$ cat src/rtl/i2c_irq_pkg.sv
package i2c_irq_pkg;
   // bit positions inside the clear mask
   localparam int unsigned IRQ_COUNT = 4;
   typedef enum logic [1:0] {
      IRQ_ENGINE = 2'd0,
      IRQ_FREE   = 2'd1,
      IRQ_RDQ    = 2'd2,
      IRQ_WRQ    = 2'd3
   } irq_idx_e;

   typedef struct packed {
      logic start;
      logic stop;
   } bus_event_t;
endpackage

$ cat src/rtl/i2c_irq_flag.sv
module i2c_irq_flag #(
   parameter bit EDGE_SET = 1'b0
) (
   input  logic clk,
   input  logic rst_n,
   input  logic cond,
   input  logic clr,
   output logic flag
);
   logic set_ev;
   logic flag_q;

   generate
      if (EDGE_SET) begin : g_edge
         logic cond_q;
         always_ff @(posedge clk or negedge rst_n) begin
            if (!rst_n) cond_q <= 1'b0;
            else        cond_q <= cond;
         end
         assign set_ev = cond & ~cond_q;
      end else begin : g_level
         assign set_ev = cond;
      end
   endgenerate

   always_ff @(posedge clk or negedge rst_n) begin
      if (!rst_n) flag_q <= 1'b0;
      else        flag_q <= set_ev | (flag_q & ~clr);
   end

   assign flag = flag_q;

   // a set event wins over a same-cycle clear
   a_r8_set_wins : assert property (@(posedge clk) disable iff (!rst_n)
      set_ev |=> flag);
   a_r8_clear_drops : assert property (@(posedge clk) disable iff (!rst_n)
      (clr && !set_ev) |=> !flag);
   a_r8_sticky : assert property (@(posedge clk) disable iff (!rst_n)
      (flag && !clr) |=> flag);
endmodule

$ cat src/rtl/i2c_bus_watch.sv
module i2c_bus_watch
   import i2c_irq_pkg::*;
#(
   parameter int unsigned SYNC_STAGES = 2
) (
   input  logic       clk,
   input  logic       rst_n,
   input  logic       scl_in,
   input  logic       sda_in,
   output bus_event_t ev,
   output logic       busy
);
   localparam int unsigned LAST = SYNC_STAGES - 1;

   generate
      if (SYNC_STAGES < 2) begin : g_bad_sync
         $error("SYNC_STAGES must be at least 2");
      end
   endgenerate

   logic [LAST:0] scl_sh, sda_sh;
   logic          scl_prev, sda_prev;
   logic          scl_s, sda_s;
   logic          busy_q;

   always_ff @(posedge clk or negedge rst_n) begin
      if (!rst_n) begin
         scl_sh   <= '1;
         sda_sh   <= '1;
         scl_prev <= 1'b1;
         sda_prev <= 1'b1;
      end else begin
         scl_sh   <= {scl_sh[LAST-1:0], scl_in};
         sda_sh   <= {sda_sh[LAST-1:0], sda_in};
         scl_prev <= scl_sh[LAST];
         sda_prev <= sda_sh[LAST];
      end
   end

   assign scl_s = scl_sh[LAST];
   assign sda_s = sda_sh[LAST];

   always_comb begin
      ev.start = scl_s & scl_prev & sda_prev & ~sda_s;
      ev.stop  = scl_s & scl_prev & ~sda_prev & sda_s;
   end

   always_ff @(posedge clk or negedge rst_n) begin
      if (!rst_n)        busy_q <= 1'b0;
      else if (ev.start) busy_q <= 1'b1;
      else if (ev.stop)  busy_q <= 1'b0;
   end

   assign busy = busy_q;

   // START marks the bus busy, STOP releases it
   a_r9_start_busy : assert property (@(posedge clk) disable iff (!rst_n)
      ev.start |=> busy);
   a_r9_stop_idle : assert property (@(posedge clk) disable iff (!rst_n)
      ev.stop |=> !busy);
   // no busy change while synchronized SCL was low
   a_r10_scl_low : assert property (@(posedge clk) disable iff (!rst_n)
      (!scl_prev || !scl_s) |=> $stable(busy));
   a_r9_exclusive : assert property (@(posedge clk) disable iff (!rst_n)
      !(ev.start && ev.stop));
endmodule

$ cat src/rtl/i2c_queue_watch.sv
module i2c_queue_watch #(
   parameter int unsigned LEVEL_W  = 5,
   parameter bit          AT_ABOVE = 1'b1,
   parameter int unsigned THR_INIT = 16
) (
   input  logic               clk,
   input  logic               rst_n,
   input  logic [LEVEL_W-1:0] level,
   input  logic               thr_load,
   input  logic [LEVEL_W-1:0] thr_data,
   input  logic               clr,
   output logic               flag
);
   localparam logic [LEVEL_W-1:0] THR_RST = LEVEL_W'(THR_INIT);

   generate
      if (LEVEL_W < 1) begin : g_bad_w
         $error("LEVEL_W must be at least 1");
      end
      if (THR_INIT >= (1 << LEVEL_W)) begin : g_bad_init
         $error("THR_INIT does not fit LEVEL_W");
      end
   endgenerate

   logic [LEVEL_W-1:0] thr_q;
   logic               hit;

   always_ff @(posedge clk or negedge rst_n) begin
      if (!rst_n)        thr_q <= THR_RST;
      else if (thr_load) thr_q <= thr_data;
   end

   generate
      if (AT_ABOVE) begin : g_fill
         assign hit = (level >= thr_q);
      end else begin : g_drain
         assign hit = (level <= thr_q);
      end
   endgenerate

   i2c_irq_flag #(.EDGE_SET(1'b1)) u_flag (
      .clk   (clk),
      .rst_n (rst_n),
      .cond  (hit),
      .clr   (clr),
      .flag  (flag)
   );

   // a load strobe is visible in the threshold one cycle later
   a_r11_thr_load : assert property (@(posedge clk) disable iff (!rst_n)
      thr_load |=> (thr_q == $past(thr_data)));
   a_r11_thr_hold : assert property (@(posedge clk) disable iff (!rst_n)
      !thr_load |=> $stable(thr_q));
endmodule

$ cat src/rtl/i2c_irq_status.sv
module i2c_irq_status
   import i2c_irq_pkg::*;
#(
   parameter int unsigned LEVEL_W      = 5,
   parameter int unsigned SYNC_STAGES  = 2,
   parameter int unsigned RD_THR_INIT  = 16,
   parameter int unsigned WR_THR_INIT  = 0
) (
   input  logic               clk,
   input  logic               rst_n,
   input  logic               scl_in,
   input  logic               sda_in,
   input  logic               engine_done,
   input  logic               arb_lost,
   input  logic [LEVEL_W-1:0] rd_level,
   input  logic [LEVEL_W-1:0] wr_level,
   input  logic               rd_thr_load,
   input  logic               wr_thr_load,
   input  logic [LEVEL_W-1:0] thr_data,
   input  logic [3:0]         clr_mask,
   output logic               irq_engine_done,
   output logic               irq_bus_free,
   output logic               irq_rd_queue,
   output logic               irq_wr_queue,
   output logic               bus_busy
);
   generate
      if (IRQ_COUNT != 4) begin : g_bad_count
         $error("clear mask width does not match flag count");
      end
   endgenerate

   bus_event_t ev;
   logic       arb_q;
   logic       free_set;

   i2c_bus_watch #(.SYNC_STAGES(SYNC_STAGES)) u_watch (
      .clk   (clk),
      .rst_n (rst_n),
      .scl_in(scl_in),
      .sda_in(sda_in),
      .ev    (ev),
      .busy  (bus_busy)
   );

   assign free_set = ev.stop & arb_q;

   // lost-arbitration record, consumed by the STOP that frees the bus
   always_ff @(posedge clk or negedge rst_n) begin
      if (!rst_n) arb_q <= 1'b0;
      else        arb_q <= arb_lost | (arb_q & ~free_set);
   end

   i2c_irq_flag #(.EDGE_SET(1'b0)) u_done (
      .clk   (clk),
      .rst_n (rst_n),
      .cond  (engine_done),
      .clr   (clr_mask[IRQ_ENGINE]),
      .flag  (irq_engine_done)
   );

   i2c_irq_flag #(.EDGE_SET(1'b0)) u_free (
      .clk   (clk),
      .rst_n (rst_n),
      .cond  (free_set),
      .clr   (clr_mask[IRQ_FREE]),
      .flag  (irq_bus_free)
   );

   i2c_queue_watch #(.LEVEL_W(LEVEL_W), .AT_ABOVE(1'b1), .THR_INIT(RD_THR_INIT)) u_rdq (
      .clk      (clk),
      .rst_n    (rst_n),
      .level    (rd_level),
      .thr_load (rd_thr_load),
      .thr_data (thr_data),
      .clr      (clr_mask[IRQ_RDQ]),
      .flag     (irq_rd_queue)
   );

   i2c_queue_watch #(.LEVEL_W(LEVEL_W), .AT_ABOVE(1'b0), .THR_INIT(WR_THR_INIT)) u_wrq (
      .clk      (clk),
      .rst_n    (rst_n),
      .level    (wr_level),
      .thr_load (wr_thr_load),
      .thr_data (thr_data),
      .clr      (clr_mask[IRQ_WRQ]),
      .flag     (irq_wr_queue)
   );

   // STOP with a recorded loss frees the bus and consumes the record
   a_r3_free_on_stop : assert property (@(posedge clk) disable iff (!rst_n)
      (ev.stop && arb_q && !arb_lost) |=> (irq_bus_free && !arb_q));
   // bus-free only ever rises out of a recorded loss
   a_r4_needs_arb : assert property (@(posedge clk) disable iff (!rst_n)
      $rose(irq_bus_free) |-> $past(arb_q));
   // completion pulse reaches the interrupt output next cycle
   a_r2_done_irq : assert property (@(posedge clk) disable iff (!rst_n)
      engine_done |=> irq_engine_done);
endmodule

$ cat config.mk
export PLATFORM = sky130hd
export DESIGN_NAME = i2c_irq_status
export DESIGN_NICKNAME = d
export VERILOG_FILES = /design/src/rtl/i2c_irq_pkg.sv /design/src/rtl/i2c_irq_flag.sv /design/src/rtl/i2c_bus_watch.sv /design/src/rtl/i2c_queue_watch.sv /design/src/rtl/i2c_irq_status.sv
export SDC_FILE = /design/constraint.sdc
export NUM_CORES = 1
export LEC_CHECK = 0
export CORE_MARGIN = 2
export CORE_UTILIZATION = 60
export CTS_CLUSTER_DIAMETER = 40
export CTS_CLUSTER_SIZE = 24
export DETAILED_ROUTE_END_ITERATION = 8
export DONT_BUFFER_PORTS = 1
export PLACE_DENSITY = 0.76
export SETUP_SLACK_MARGIN = 0.4
export SYNTH_ARGS = -nofsm -noshare
export SYNTH_HDL_FRONTEND = slang
export SYNTH_SLANG_ARGS = --single-unit
$ cat constraint.sdc
create_clock -name clk -period 1.4 [get_ports clk]
set_input_delay 0.14 -clock clk [delete_from_list [all_inputs] [get_ports clk]]
set_output_delay 0.14 -clock clk [all_outputs]
set_load 0.01 [all_outputs]
==> results of run 1 <==
[power by group]
part / total (mW) / switching (mW) / internal (mW)
combinational: 0.338 / 0.160 / 0.178
sequential: 0.825 / 0.0549 / 0.770
clock: 0.510 / 0.220 / 0.290
total: 1.67 / 0.435 / 1.24
[state kept, by name, summed over array words and instances (netlist names), 2 cells and up]
| register | count |
|---|---|
| u_watch.scl_sh | 2 |
| u_wrq.thr_q | 5 |
| u_watch.sda_sh | 2 |
| u_rdq.thr_q | 5 |
[how the worst max path moves through the flow]
stage	depth (start not counted)	end	from
after floorplan	5	u_rdq.u_flag.flag	u_rdq.thr_q[4]
after global placement	5	u_rdq.u_flag.flag	u_rdq.thr_q[4]
after detailed placement	5	u_rdq.u_flag.flag	u_rdq.thr_q[4]
after CTS	5	u_rdq.u_flag.flag	u_rdq.thr_q[4]
after global routing	5	u_rdq.u_flag.flag	u_rdq.thr_q[4]
final	5	u_rdq.u_flag.flag	u_rdq.thr_q[4]
[per-stage QoR]
step | instance area [µm²] | setup WS (ps) | instances | hold slack, ps
after floorplan | 1100 | 117 | 97 | -156
after global placement | 1130 | 97.3 | 120 | -155
after detailed placement | 1130 | 61.8 | 120 | -155
after CTS | 1390 | 68.9 | 142 | 42.1
after global routing | 1500 | -34.8 | 144 | 51.0
final | 1500 | 28.8 | 144 | 52.4
[what timing repair did]
item	4_1_cts	5_1_grt
buffers inserted	4	2
hold buffers	14	0
endpoints found under the setup margin	6	33
pin swaps	5	5
endpoints found under the hold margin	39	0
gates resized for setup	8	18
[routing by layer]
| metal | up-vias | share of wire (%) |
|---|---|---|
| li1 | 371 | - |
| met1 | 389 | 36 |
| met2 | 38 | 58 |
| met3 | 8 | 3.7 |
| met4 | 0 | 2.3 |
| met5 | - | 0 |
[synthesized netlist by cell type, types with 2 or more instances]
master / number
buf_2: 2
a21o_1: 2
dfrtp_1: 17
nand2_1: 9
nor2b_1: 2
o21ai_0: 11
mux2_2: 2
dfstp_2: 7
nand3_1: 4
inv_1: 15
a21oi_1: 4
ha_1: 10
nand2b_1: 3
[worst max-delay path: stages (launching register included)]
cell and delay, ps:
dfstp_2 550, inv_2 50, ha_4 250, buf_4 140, a21oi_2 150, o221ai_1 120
[cell families (layout without fill, tap and decap cells)]
| family | after synthesis | in the layout | synth area share [%] |
|---|---|---|---|
| buf+inv | 17 | 39 | 6.14 |
| fa+ha+maj | 10 | 10 | 11.6 |
| mux | 2 | 2 | 2.09 |
| flops | 24 | 24 | 56.4 |
| compound gates | 23 | 23 | 13.9 |
| simple gates | 21 | 21 | 9.85 |
[layout make-up]
| cell class | count | share of cell area [%] |
|---|---|---|
| flip-flops and latches | 24 | 40.7 |
| multi-input cells | 56 | 36.8 |
| clock inverters | 1 | 2.01 |
| well taps | 25 | 2.09 |
| repair buffers | 20 | 13.1 |
| clock buffers | 3 | 1.51 |
| inverters | 15 | 3.76 |
==> impl_metrics.toml, run 1 <==
[status]
status = "finished clean"

[drt]
detail_route.wl_per_cell_um = 18.5
via_per_inst = 5.60
wl_um = 2670
drc = 0
dr.pass1.iters = 5
drtIter0Drc = 14
vias = 806
ant_nets = 0

[sta]
fmax_ghz = 0.729
worst_pin_slew_ps = 1080
fin_setup_tns_ps = 0
finalHoldViolations = 0
fin_crit_sh_pct = 97.9
fin_crit_ps = 1370
slew_viol_final = 0
relSlewSlack_pct = 28.3
rsz0062_at_grt = "true"
clock_skew_ps = 1.12
finalSetupViolCount = 0

[synth]
syn-cell-area_um2 = 1080
async_flop_share_pct = 100
synth_top_cell_by_area = "dfrtp_1"
synth_ff_type = "dfrtp_1"
synth-edff-count = 0
yosysUniqueCellTypes = 22
syn_inst = 97
synthDominantCellAreaShare_pct = 39.4
yosys_warnings = 0
yosys-top-cells-area = "dfrtp_1 (39%), dfstp_2 (17%), ha_1 (12%), inv_1 (5.2%), o21ai_0 (5.1%)"
syn_nets = 134
synth-seq-cells = 24
syn_avg_cell_area_um2 = 11.1
ys_seq_area_share_pct = 56.4

[grt]
use_met2_pct = 51.4
antenna_found_initial = 0
grt-ovfl-total = 0
grt.total_usage_pct = 27.3
use_met3_pct = 5.88
grt_pass1_vias = 875
grt_pass1_wl_um = 3880
busiest_layer = "met2"
grt_start_max_net_pins = 25
grt_util_met1_pct = 27.7

[worst_setup_path]
end_kind = "flip-flop"
startpoint_type = "flip-flop"
arrival_ps = 1580
critPathMaxFanout = 2
required_ps = 1610
crit_type = "flip-flop to flip-flop"
r2r_slack_ps = 30
reg2reg_to = "u_rdq.u_flag.flag"
reg2reg_depth = 5
r2r_start = "u_rdq.thr_q[4]"

[floorplanning]
floorplan.initialDensity_pct = 63.2
dieArea_um2 = 2150
die_y_um = 46.4
die_width_um = 46.4
num_rows = 15
boundaryPins = 32
core_area_um2 = 1710

[pwr]
powerDensity_nw_per_um2 = 1120
ir_drop_mv = 0.822
p_leak_nw = 0.675
power_mw = 1.67

[finish]
final_common_cell = "dfrtp_1"
antenna-diode-count = 0
layout.area.seq_um2 = 609
layout_common_cells = "dfrtp_1 (17), dlygate4sd3_1 (11), nand2_1 (9)"
area.growth.synth_to_final_pct = 38.6
drive_above_1_share_pct = 36.1
multiInputGateArea_um2 = 551
fin_util_pct = 87.6
layout.nets = 157
n_fill_cell = 82

[clock_tree]
htree_levels = 1
insertion_delay_ps = 320
cts_tree = "done"
cts_buffer_depth = 2
cts_root_buffer = "clkbuf_4"
cts.sinks = 24
tritoncts.num_buffers = 3
clk_pin_slew_ps = 140

[placement]
portBuffers = 0
gp_congestion = 0.750
place_hpwl_um = 1280

[job]
cap_violations = 0

[min_path]
hold_start = "rd_level[4]"
whs_path_depth = 3
hold_class = "input port to flip-flop"
holdPathEnd = "u_rdq.u_flag.g_edge.cond_q"
Power figures use the tool's default switching activity.
==> run 2: changes to the inputs <==
--- a/config.mk
+++ b/config.mk
@@ -12,6 +12,7 @@
 export DETAILED_ROUTE_END_ITERATION = 8
 export DONT_BUFFER_PORTS = 1
 export PLACE_DENSITY = 0.76
+export RECOVER_POWER = 50
 export SETUP_SLACK_MARGIN = 0.4
 export SYNTH_ARGS = -nofsm -noshare
 export SYNTH_HDL_FRONTEND = slang
==> impl_metrics.toml, run 2 (synthesis results as in run 1) <==
[status]
status = "finished clean"

[clock_tree]
cts_buffer_depth = 2
cts_root_buffer = "clkbuf_4"
cts.sinks = 24
htree_levels = 1
insertion_delay_ps = 320
tritoncts.num_buffers = 3
clk_pin_slew_ps = 130
cts_tree = "done"

[sta]
fin_crit_ps = 1370
finalSetupViolCount = 0
slew_viol_final = 0
rsz0062_at_grt = "true"
finalHoldViolations = 0
fmax_ghz = 0.730
fin_crit_sh_pct = 97.8
fin_setup_tns_ps = 0
relSlewSlack_pct = 15.6
worst_pin_slew_ps = 1270
clock_skew_ps = 2.29

[pwr]
powerDensity_nw_per_um2 = 1120
power_mw = 1.66
p_leak_nw = 0.666
ir_drop_mv = 0.822

[drt]
via_per_inst = 5.60
dr.pass1.iters = 5
ant_nets = 0
drc = 0
drtIter0Drc = 14
vias = 807
detail_route.wl_per_cell_um = 18.4
wl_um = 2650

[finish]
layout.nets = 157
final_common_cell = "dfrtp_1"
area.growth.synth_to_final_pct = 37.8
antenna-diode-count = 0
largest_registers = "u_rdq.thr_q (5), u_wrq.thr_q (5)"
drive_above_1_share_pct = 30.3
layout_common_cells = "dfrtp_1 (17), inv_1 (13), dlygate4sd3_1 (11)"

[worst_setup_path]
end_kind = "flip-flop"
crit_type = "flip-flop to flip-flop"
r2r_start = "u_rdq.thr_q[4]"
arrival_ps = 1570
startpoint_type = "flip-flop"
r2r_slack_ps = 30
critPathMaxFanout = 2
reg2reg_to = "u_rdq.u_flag.flag"
reg2reg_depth = 5
required_ps = 1600

[min_path]
holdPathEnd = "u_rdq.u_flag.g_edge.cond_q"
hold_start = "rd_level[4]"
hold_class = "input port to flip-flop"
whs_path_depth = 3

[floorplanning]
dieArea_um2 = 2150
boundaryPins = 32
die_width_um = 46.4
core_area_um2 = 1710
num_rows = 15
floorplan.initialDensity_pct = 63.2
die_y_um = 46.4

[grt]
antenna_found_initial = 0
grt_pass1_wl_um = 3880
grt-ovfl-total = 0
grt_pass1_vias = 875
grt_start_max_net_pins = 25
grt.total_usage_pct = 27.3

[placement]
portBuffers = 0
gp_congestion = 0.750
place_hpwl_um = 1280

[job]
cap_violations = 0
[run 2: cell types whose count changed in the layout (fill, tap and decap cells not counted), sizes merged]
| cell | before | now |
|---|---|---|
| clkbuf | 3 | 4 |
| dlymetal6s4s | 3 | 2 |
[run 2: area by class of cell]
cell class	instances	area, µm²
Timing Repair Buffer	20	188
Clock buffer	3	22.5
Fill cell	85	220
Sequential cell	24	609
Clock inverter	1	30.0
Tap cell	25	31.3
Inverter	15	56.3
Multi-Input combinational cell	56	551
[run 2: worst max-delay path by stage]
| stage | start | end | slack [ps] | depth (start not counted) |
|---|---|---|---|---|
| final | u_rdq.thr_q[4] | u_rdq.u_flag.flag | 30 | 5 |
| after global routing | u_rdq.thr_q[4] | u_rdq.u_flag.flag | -30 | 5 |
| after CTS | u_rdq.thr_q[4] | u_rdq.u_flag.flag | 70 | 5 |
| after detailed placement | u_rdq.thr_q[4] | u_rdq.u_flag.flag | 60 | 5 |
| after global placement | u_rdq.thr_q[4] | u_rdq.u_flag.flag | 100 | 5 |
| after floorplan | u_rdq.thr_q[4] | u_rdq.u_flag.flag | 120 | 5 |
[run 2: report_power, final]
part / switching [mW] / leakage (nW) / internal [mW]
clock network: 0.215 / 0.0279 / 0.289
logic: 0.159 / 0.363 / 0.175
registers: 0.0528 / 0.275 / 0.769
total: 0.427 / 0.666 / 1.23
[run 2: layer usage]
metal | part of all wire, % | GRT usage, % | vias up | wire [µm]
met5 | 0 | 0 | - | 0
met4 | 2.5 | 13.7 | 0 | 66
met3 | 3.2 | 5.88 | 10 | 85
met2 | 57 | 51.4 | 33 | 1520
met1 | 37 | 27.7 | 394 | 979
li1 | - | - | 370 | -
[run 2: per-stage QoR]
| step | util, % | setup slack, ps | hold WS [ps] | instances | cell area [µm²] |
|---|---|---|---|---|---|
| after detailed placement | 65.9 | 61.8 | -155 | 120 | 1130 |
| after global routing | 87.1 | -34.8 | 51.0 | 144 | 1490 |
| after floorplan | - | 117 | -156 | 97 | 1100 |
| final | 87.1 | 30.3 | 52.8 | 144 | 1490 |
| after global placement | 65.9 | 97.3 | -155 | 120 | 1130 |
| after CTS | 81.5 | 68.9 | 42.1 | 142 | 1390 |
[run 2: what timing repair did]
item | in CTS | in global routing
hold buffers | 14 | 0
cloned | 0 | 0
gates resized for setup | 8 | 18
pin swaps | 5 | 5
buffers inserted | 4 | 2
endpoints found under the setup margin | 6 | 33
hold endpoints to repair | 39 | 0
[run 2: critical path, stage by stage (launching register included)]
cell and delay (ps):
dfstp_2 550, inv_2 50, ha_4 250, buf_4 140, a21oi_2 150, o221ai_1 120
==> run 3: changes to the inputs <==
--- a/config.mk
+++ b/config.mk
@@ -16,4 +16,5 @@
 export SETUP_SLACK_MARGIN = 0.4
 export SYNTH_ARGS = -nofsm -noshare
 export SYNTH_HDL_FRONTEND = slang
+export SYNTH_HIERARCHICAL = 1
 export SYNTH_SLANG_ARGS = --single-unit
==> impl_metrics.toml, run 3 <==
[clock_tree]
htree_levels = 1
cts_buffer_depth = 2
insertion_delay_ps = 300
clk_pin_slew_ps = 130
cts.sinks = 24
tritoncts.num_buffers = 3
cts_tree = "done"
cts_root_buffer = "clkbuf_4"

[min_path]
holdPathEnd = "u_done/flag"
hold_class = "input port to flip-flop"
whs_path_depth = 2
hold_start = "clr_mask[0]"

[floorplanning]
core_area_um2 = 1710
die_width_um = 46.4
die_y_um = 46.4
dieArea_um2 = 2150
boundaryPins = 32
num_rows = 15
floorplan.initialDensity_pct = 63.1

[finish]
n_fill_cell = 83
layout_common_cells = "dfrtp_1 (17), dlygate4sd3_1 (13), inv_1 (11)"
largest_registers = "u_rdq/thr_q (5), u_wrq/thr_q (5)"
final_common_cell = "dfrtp_1"
area.growth.synth_to_final_pct = 33.0
multiInputGateArea_um2 = 493
layout.area.seq_um2 = 609
fin_util_pct = 83.9
layout.nets = 157
drive_above_1_share_pct = 38.7
antenna-diode-count = 0

[sta]
finalHoldViolations = 0
finalSetupViolCount = 2
relSlewSlack_pct = 18.0
rsz0062_at_grt = "true"
fmax_ghz = 0.695
worst_pin_slew_ps = 1230
clock_skew_ps = 4.01
fin_crit_ps = 1440
slew_viol_final = 0
worst_slack_ps = -39.5
fin_crit_sh_pct = 103

[worst_setup_path]
critPathMaxFanout = 2
crit_type = "flip-flop to flip-flop"
arrival_ps = 1640
r2r_slack_ps = -40
reg2reg_depth = 7
reg2reg_to = "u_wrq/u_flag/flag"
end_kind = "flip-flop"
startpoint_type = "flip-flop"
required_ps = 1600
r2r_start = "u_wrq/thr_q[2]"

[synth]
syn_avg_cell_area_um2 = 11.2
syn_nets = 133
syn_inst = 96
syn-cell-area_um2 = 1080
yosys_warnings = 6

[status]
status = "finished with violations"
violations = "negative setup slack"

[job]
cap_violations = 0

[placement]
gp_congestion = 0.739
dp_slack_ps = 58.6
portBuffers = 0
place_hpwl_um = 1310

[drt]
dr.pass1.iters = 4
wl_um = 2310
drc = 0
via_per_inst = 5.31
vias = 764
drtIter0Drc = 6
ant_nets = 0
detail_route.wl_per_cell_um = 16.0

[grt]
grt_start_max_net_pins = 25
grt-ovfl-total = 0
antenna_found_initial = 0
grt_pass1_wl_um = 3570
grt.total_usage_pct = 24.5
grt_pass1_vias = 811

[pwr]
powerDensity_nw_per_um2 = 1050
ir_drop_mv = 0.636
p_leak_nw = 0.663
[run 3: area by class of cell]
type,count,area share [%]
Multi-Input combinational cell,51,34.4
Tap cell,25,2.18
Timing Repair Buffer,21,13.4
Sequential cell,24,42.5
Inverter,19,4.98
Clock buffer,4,2.53
[run 3: through the flow]
stage / instances / TNS, ps / instance area (µm²) / total power [mW] / hold WS [ps]
2_1_floorplan: 96 / 0 / 1110 / 0.981 / -156
3_3_place_gp: 119 / 0 / 1120 / 0.995 / -155
3_5_place_dp: 119 / 0 / 1120 / 1.01 / -155
4_1_cts: 142 / 0 / 1390 / 1.46 / 7.32
5_1_grt: 144 / -118 / 1430 / 1.59 / 3.65
6_report: 144 / -66.4 / 1430 / 1.50 / 12.6
[run 3: critical path: stages, from the launching register on]
cell and delay [ps]:
dfrtp_1 390, inv_2 60, ha_4 260, nand4_1 170, o221ai_2 210, o21ai_2 100, inv_2 70, o22ai_2 70
[run 3: layer usage]
| metal | track usage (%) | up-vias | share of wire [%] |
|---|---|---|---|
| met5 | 0 | - | 0 |
| met4 | 8.57 | 0 | 1.3 |
| met3 | 5.88 | 4 | 4.1 |
| met2 | 45.0 | 22 | 59 |
| met1 | 27.0 | 374 | 36 |
| li1 | - | 364 | - |
[run 3: how the worst max path moves through the flow]
stage               depth (start not counted)  slack [ps]            from                end
floorplan                                   6         180  u_rdq/thr_q[4]  u_rdq/u_flag/flag
global placement                            7          80  u_rdq/thr_q[2]  u_rdq/u_flag/flag
detailed placement                          7          60  u_rdq/thr_q[2]  u_rdq/u_flag/flag
CTS                                         7          80  u_rdq/thr_q[2]  u_rdq/u_flag/flag
global route                                7         -70  u_wrq/thr_q[2]  u_wrq/u_flag/flag
finish                                      7         -40  u_wrq/thr_q[2]  u_wrq/u_flag/flag
[run 3: where the power goes]
group | switching [mW] | internal, mW | leakage [nW]
combinational | 0.154 | 0.168 | 0.368
sequential | 0.0528 | 0.773 | 0.275
clock | 0.193 | 0.158 | 0.0210
total | 0.399 | 1.10 | 0.663
[run 3: timing repair]
item | 4_1_cts | 5_1_grt
gates resized for setup | 9 | 13
setup endpoints to repair | 7 | 32
setup buffers | 4 | 2
pin swaps | 8 | 7
hold buffers | 15 | 0
hold endpoints to repair | 41 | 0
